$ cat config.mk
export PLATFORM = sky130hd
export DESIGN_NAME = sprite_line_eval
export DESIGN_NICKNAME = d
export VERILOG_FILES = /design/src/rtl/sprev_pkg.sv /design/src/rtl/sprev_match.sv /design/src/rtl/sprev_slots.sv /design/src/rtl/sprite_line_eval.sv
export SDC_FILE = /design/constraint.sdc
export NUM_CORES = 1
export LEC_CHECK = 0
export BUFFER_PORTS_ARGS = -buffer_cell sky130_fd_sc_hd__buf_2
export CAP_MARGIN = 10
export CORE_MARGIN = 2
export CORE_UTILIZATION = 56
export CTS_CLUSTER_DIAMETER = 200
export DETAILED_ROUTE_END_ITERATION = 8
export PLACE_DENSITY = 0.9
export SKIP_CTS_REPAIR_TIMING = 1
export SLEW_MARGIN = 20
export SYNTH_ARGS = -nofsm -noshare
export SYNTH_HDL_FRONTEND = slang
export SYNTH_SLANG_ARGS = --single-unit
$ cat constraint.sdc
create_clock -name clk -period 14.8 [get_ports clk]
set_input_delay 0 -clock clk [delete_from_list [all_inputs] [get_ports clk]]
set_output_delay 0 -clock clk [all_outputs]
set_load 0.05 [all_outputs]
$ cat src/rtl/sprev_pkg.sv
package sprev_pkg;
    typedef enum logic [0:0] {
        ST_SCAN = 1'b0,
        ST_HALT = 1'b1
    } sprev_state_t;
endpackage

$ cat src/rtl/sprev_match.sv
module sprev_match #(
    parameter int ROW_W  = 9,
    parameter int Y_W    = 8,
    parameter int BASE_H = 8,
    parameter int OUT_W  = 5
) (
    input  logic [ROW_W-1:0] screen_row,
    input  logic [ROW_W-1:0] total_lines,
    input  logic [Y_W-1:0]   y_pos,
    input  logic             size16,
    input  logic             magnify,
    output logic             hit,
    output logic [OUT_W-1:0] row
);
    localparam int H_W = $clog2(BASE_H * 4) + 1;

    logic [ROW_W:0]   next_row;
    logic [Y_W-1:0]   line_pos;
    logic [Y_W-1:0]   y_plus;
    logic [Y_W-1:0]   diff;
    logic [H_W-1:0]   height;

    always_comb begin
        next_row = {1'b0, screen_row} + 1'b1;
        if (next_row >= {1'b0, total_lines})
            line_pos = '0;
        else
            line_pos = next_row[Y_W-1:0];
        y_plus = y_pos + 1'b1;
        diff   = line_pos - y_plus;
        height = H_W'(BASE_H);
        if (size16)
            height = height << 1;
        if (magnify)
            height = height << 1;
        hit = ({{(H_W > Y_W ? H_W - Y_W : 0){1'b0}}, diff} < (Y_W + H_W)'(height));
        if (magnify)
            row = OUT_W'(diff >> 1);
        else
            row = OUT_W'(diff);
    end
endmodule

$ cat src/rtl/sprev_slots.sv
module sprev_slots #(
    parameter int SLOTS = 8,
    parameter int NUM_W = 5,
    parameter int RW    = 5
) (
    input  logic                   clk,
    input  logic                   rst_n,
    input  logic                   clr,
    input  logic                   wr_en,
    input  logic [$clog2(SLOTS)-1:0] wr_ptr,
    input  logic [NUM_W-1:0]       wr_num,
    input  logic [RW-1:0]          wr_row,
    output logic [SLOTS*NUM_W-1:0] nums,
    output logic [SLOTS*RW-1:0]    rows
);
    for (genvar k = 0; k < SLOTS; k++) begin : g_slot
        logic [NUM_W-1:0] num_q;
        logic [RW-1:0]    row_q;
        always_ff @(posedge clk) begin
            if (!rst_n || clr) begin
                num_q <= '0;
                row_q <= '0;
            end else if (wr_en && wr_ptr == k) begin
                num_q <= wr_num;
                row_q <= wr_row;
            end
        end
        assign nums[k*NUM_W +: NUM_W] = num_q;
        assign rows[k*RW +: RW]       = row_q;
    end

    assert_slot_clear_R9: assert property (@(posedge clk) disable iff (!rst_n)
        clr |=> (nums == '0 && rows == '0));
endmodule

$ cat src/rtl/sprite_line_eval.sv
module sprite_line_eval
    import sprev_pkg::*;
#(
    parameter int SLOTS  = 8,
    parameter int LEGACY = 4,
    parameter int NUM_W  = 5,
    parameter int Y_W    = 8,
    parameter int ROW_W  = 9,
    parameter int RW     = 5,
    parameter int TERM_Y = 208
) (
    input  logic                   clk,
    input  logic                   rst_n,
    input  logic                   line_start,
    input  logic                   entry_valid,
    input  logic [NUM_W-1:0]       entry_num,
    input  logic [Y_W-1:0]         entry_y,
    input  logic [ROW_W-1:0]       screen_row,
    input  logic [ROW_W-1:0]       total_lines,
    input  logic                   size16,
    input  logic                   magnify,
    input  logic                   ext_mode,
    input  logic                   term_en,
    input  logic                   status_clr,
    output logic [$clog2(SLOTS+1)-1:0] slot_count,
    output logic [SLOTS*NUM_W-1:0] slot_nums,
    output logic [SLOTS*RW-1:0]    slot_rows,
    output logic                   halted,
    output logic                   stat_ovf,
    output logic [NUM_W-1:0]       stat_num
);
    localparam int CNT_W = $clog2(SLOTS + 1);
    localparam int PTR_W = $clog2(SLOTS);

    sprev_state_t state_q, state_d;
    logic [CNT_W-1:0] count_q;
    logic [CNT_W-1:0] limit;
    logic             accept, is_term, hit, store, ovf_set;
    logic [RW-1:0]    row;

    sprev_match #(.ROW_W(ROW_W), .Y_W(Y_W), .BASE_H(8), .OUT_W(RW)) u_match (
        .screen_row (screen_row),
        .total_lines(total_lines),
        .y_pos      (entry_y),
        .size16     (size16),
        .magnify    (magnify),
        .hit        (hit),
        .row        (row)
    );

    always_comb begin
        accept  = entry_valid && !line_start;
        is_term = term_en && (entry_y == Y_W'(TERM_Y));
        limit   = ext_mode ? CNT_W'(SLOTS) : CNT_W'(LEGACY);
        store   = accept && state_q == ST_SCAN && !is_term && hit && count_q < limit;
        ovf_set = accept && state_q == ST_SCAN && !is_term && hit && count_q >= limit;
    end

    // next-state logic
    always_comb begin
        state_d = state_q;
        unique case (state_q)
            ST_SCAN: if (line_start)          state_d = ST_SCAN;
                     else if (accept && is_term) state_d = ST_HALT;
            ST_HALT: if (line_start)          state_d = ST_SCAN;
            default:                          state_d = ST_SCAN;
        endcase
    end

    // state register
    always_ff @(posedge clk) begin
        if (!rst_n) state_q <= ST_SCAN;
        else        state_q <= state_d;
    end

    // outputs: count and status fields
    always_ff @(posedge clk) begin
        if (!rst_n) begin
            count_q  <= '0;
            stat_ovf <= 1'b0;
            stat_num <= '0;
        end else begin
            if (line_start)
                count_q <= '0;
            else if (store)
                count_q <= count_q + 1'b1;
            if (accept && !stat_ovf)
                stat_num <= entry_num;
            if (ovf_set)
                stat_ovf <= 1'b1;
            else if (status_clr)
                stat_ovf <= 1'b0;
        end
    end

    sprev_slots #(.SLOTS(SLOTS), .NUM_W(NUM_W), .RW(RW)) u_slots (
        .clk   (clk),
        .rst_n (rst_n),
        .clr   (line_start),
        .wr_en (store),
        .wr_ptr(count_q[PTR_W-1:0]),
        .wr_num(entry_num),
        .wr_row(row),
        .nums  (slot_nums),
        .rows  (slot_rows)
    );

    assign slot_count = count_q;
    assign halted     = (state_q == ST_HALT);

    assert_full_overflow_R5: assert property (@(posedge clk) disable iff (!rst_n)
        (accept && !halted && !is_term && hit && count_q == limit) |=> (stat_ovf && $stable(slot_count)));
    assert_num_frozen_R6: assert property (@(posedge clk) disable iff (!rst_n)
        (stat_ovf && !status_clr) |=> $stable(stat_num));
    assert_ovf_sticky_R7: assert property (@(posedge clk) disable iff (!rst_n)
        (stat_ovf && !status_clr) |=> stat_ovf);
    assert_halt_hold_R8: assert property (@(posedge clk) disable iff (!rst_n)
        (halted && !line_start) |=> (halted && $stable(slot_count)));
    assert_line_reset_R9: assert property (@(posedge clk) disable iff (!rst_n)
        line_start |=> (slot_count == '0 && !halted));
endmodule

==> impl_metrics.toml <==
[synthesis]
synthSimpleGateAreaFrac = 0.183
synth_nets = 546
yosysUniqueCellTypes = 44
synth_flop_cell = "dfxtp_1"
yosys-top-cells-area = "dfxtp_1 41%, mux2i_1 19%, nand2_1 8.5%"
synth_top_family_by_area = "multiplexers"
synthArstFlopShare = 0
synth_xor_area_frac = 0.0255
yosys_warnings = 0
synth_compound_area_frac = 0.0630
muxShareOfSynthArea = 0.195
syn_area_um2 = 4470
synth-edff-count = 0
synth.avg_cell_area_um2 = 9.39
synthAdderAreaFrac = 0.0857
yosysSeqAreaShare = 0.408
synth_cells = 476
ys_seq_elements = 91
synth_top_cell_by_area = "dfxtp_1"
synth_top_area_share = 0.408

[drt]
vias = 3868
drtPass1Iterations = 6
drt_iter0_markers = 188
avgRoutedWirePerCell_um = 15.6
routed_wirelength_um = 11100
vias_per_cell = 5.41
ant_nets = 0
drc = 0

[critical_path]
cp_slowest_stage_delay_ns = 0.66
critPathKind = "input pin to flip-flop"
critPathBufInv = 1
required_ns = 15.08
r2r-start = "halted"
cpMaxStageDelayCell = "nand4_1"
path_common_cell = "ha_1"
path_cells = "buf_2 -> and4_1 -> and3_1 -> nand2_1 -> xnor2_1 -> ha_1 -> nand3_1 -> a21oi_1 -> a211oi_1 -> o21ai_0 -> a41o_1 -> nor2b_1 -> ha_1 -> a21o_1 -> a21oi_1 -> nand2_1 -> xor2_1 -> ha_1 -> or4b_2 -> a2111oi_4 -> and2_1 -> nand4_1 -> mux2i_1"
critPathLaunchType = "input pin"
cp-startpoint = "screen_row[2]"
reg2reg_slack_ns = 11.65
endpoint_kind = "flip-flop"
critPathArrivalTime_ns = 6.09
path_delay_family = "simple AND/OR/NAND/NOR gates"
worstPathMaxFanout = 12

[clock_tree]
cts.sinks = 91
root_buffer = "clkbuf_8"
cts_buffers = 9
cts_htree_levels = 3
clock_path_buffers = 2
cts_tree = "built"
insertion_delay_ns = 0.36
path_clk_slew_ns = 0.10

[timing]
finClkSkew_ns = 0.00953
timing_max_transition_violations_final = 0
rsz0062_at_grt = "false"
setup_slack_ns = 8.99
timing.final.crit_period_ns = 5.81
finalHoldViolCount = 1
setup_violations = 0
fmax_mhz = 172
slew_headroom = 0.386
holdWs_ns = -0.0486
tightest_slew_ns = 0.919
period_share = 0.393
fin_setup_tns_ns = 0

[final_layout]
fillers = 565
nets = 678
n_antenna_cell = 0
drive_above_1_share = 0.261
syn_to_final_growth_pct = 22.1

[placed_design]
gp_congestion = 0.855
place_hpwl_um = 8540
place_ws_ns = 8.75
io_buffers = 130

[power]
finalPower_w = 0.000486
leakage_nw = 2.92
p_per_area_nw_per_um2 = 89.1
peakVddDrop_v = 0.0000757

[grt]
antenna_found_initial = 0
track_usage = 0.260
grt_pass1_vias = 3739
grt_pass1_wl_um = 17800
overflow = 0
grt_max_degree = 86

[job]
drv_cap = 0

[hold_path]
worstHoldStart = "entry_num[1]"
hold_path.class = "input pin to flip-flop"

[die]
start_util = 0.578
core-area_um2 = 7730
rows = 32
die_x_um = 93.3
die_h_um = 93.3
die_area_um2 = 8710
num_io_pins = 131

[run_status]
violations = "negative hold slack"
outcome = "finished, violations left"
[per-stage QoR]
step                cells  instance area, um^2  utilization  hold WS (ns)
floorplan             476                 4470            -         0.128
global placement      691                 5190        0.672         0.269
detailed placement    691                 5190        0.672         0.284
CTS                   707                 5370        0.695       -0.0968
global route          715                 5450        0.706       0.00108
finish                715                 5450        0.706       -0.0486
[final cells by class]
class,instances,area (um^2),area share
clock inverter,7,58.8,0.0108
tap,102,128,0.0234
clock buffer,9,124,0.0227
inverter,26,97.6,0.0179
timing repair buffer,140,746,0.137
sequential,91,1820,0.334
multi-input combinational,340,2480,0.454
[where the power goes]
group	internal [W]	switching [W]	leakage, nW	total, W
clock	0.0000636	0.0000922	0.0921	0.000156
sequential	0.000246	0.000000834	0.733	0.000247
combinational	0.0000308	0.0000527	2.09	0.0000835
total	0.000340	0.000146	2.92	0.000486
[placed cells by master, fill, tap and decap left out, drive strengths merged, types with 2 or more instances in the layout]
cell type	n
mux2i	85
inv	29
dfxtp	91
mux2	2
xnor2	7
nor2	8
o211ai	3
a21oi	14
xor2	6
a211oi	3
clkinv	3
nand3	15
nand2b	3
dlygate4sd3	8
a21boi	2
nand4	11
clkbuf	9
ha	29
buf	132
o21ai	7
a21o	5
nor2b	14
nand2	101
and4	3
o31ai	2
and3	4
[logic make-up (layout without fill, tap and decap cells)]
kind of cell    Yosys count  count (layout)
fa+ha+maj                30              30
xor+xnor                 13              13
flops                    91              91
compound gates           41              41
buf+inv                  45             182
mux                      87              87
simple gates            169             169
[tightest hold or removal path: stages]
cell and delay (ns):
buf_2 0.09, mux2i_1 0.06, nor2b_1 0.11
[final timing paths]
| path | to | depth (start not counted) |
|---|---|---|
| worst max-delay path | u_slots.g_slot[0].row_q[1] | 23 |
| worst min-delay path | stat_num[1] | 3 |
| worst max register to register | u_slots.g_slot[0].row_q[1] | 5 |
| worst min register to register | u_slots.g_slot[1].row_q[3] | 2 |
[cell usage after synthesis (3+ instances only)]
cell type  count
a211oi_1       3
a21o_1         5
a21oi_1       14
and3_1         4
and4_1         3
buf_2          5
clkbuf_1      13
dfxtp_1       91
ha_1          29
inv_1         26
mux2i_1       85
nand2_1      101
nand2b_1       3
nand3_1       13
nand4_1        7
nand4_2        4
nor2_1         8
nor2b_1       14
o211ai_1       3
o21ai_0        6
xnor2_1        7
xor2_1         6
[state kept, by name (all words and copies together) (netlist names)]
| name | cells |
|---|---|
| u_slots.g_slot.num_q | 40 |
| u_slots.g_slot.row_q | 40 |
| stat_num | 5 |
| slot_count | 4 |
| halted | 1 |
| stat_ovf | 1 |
[routing by layer]
metal / vias to the layer above / routed length (um) / global-route usage / part of all wire
li1: 1907 / - / - / -
met1: 1804 / 4610 / 0.325 / 0.41
met2: 138 / 5520 / 0.439 / 0.50
met3: 19 / 792 / 0.0637 / 0.071
met4: 0 / 219 / 0.0895 / 0.020
met5: - / 0 / 0 / 0
Power figures use the tool's default switching activity.
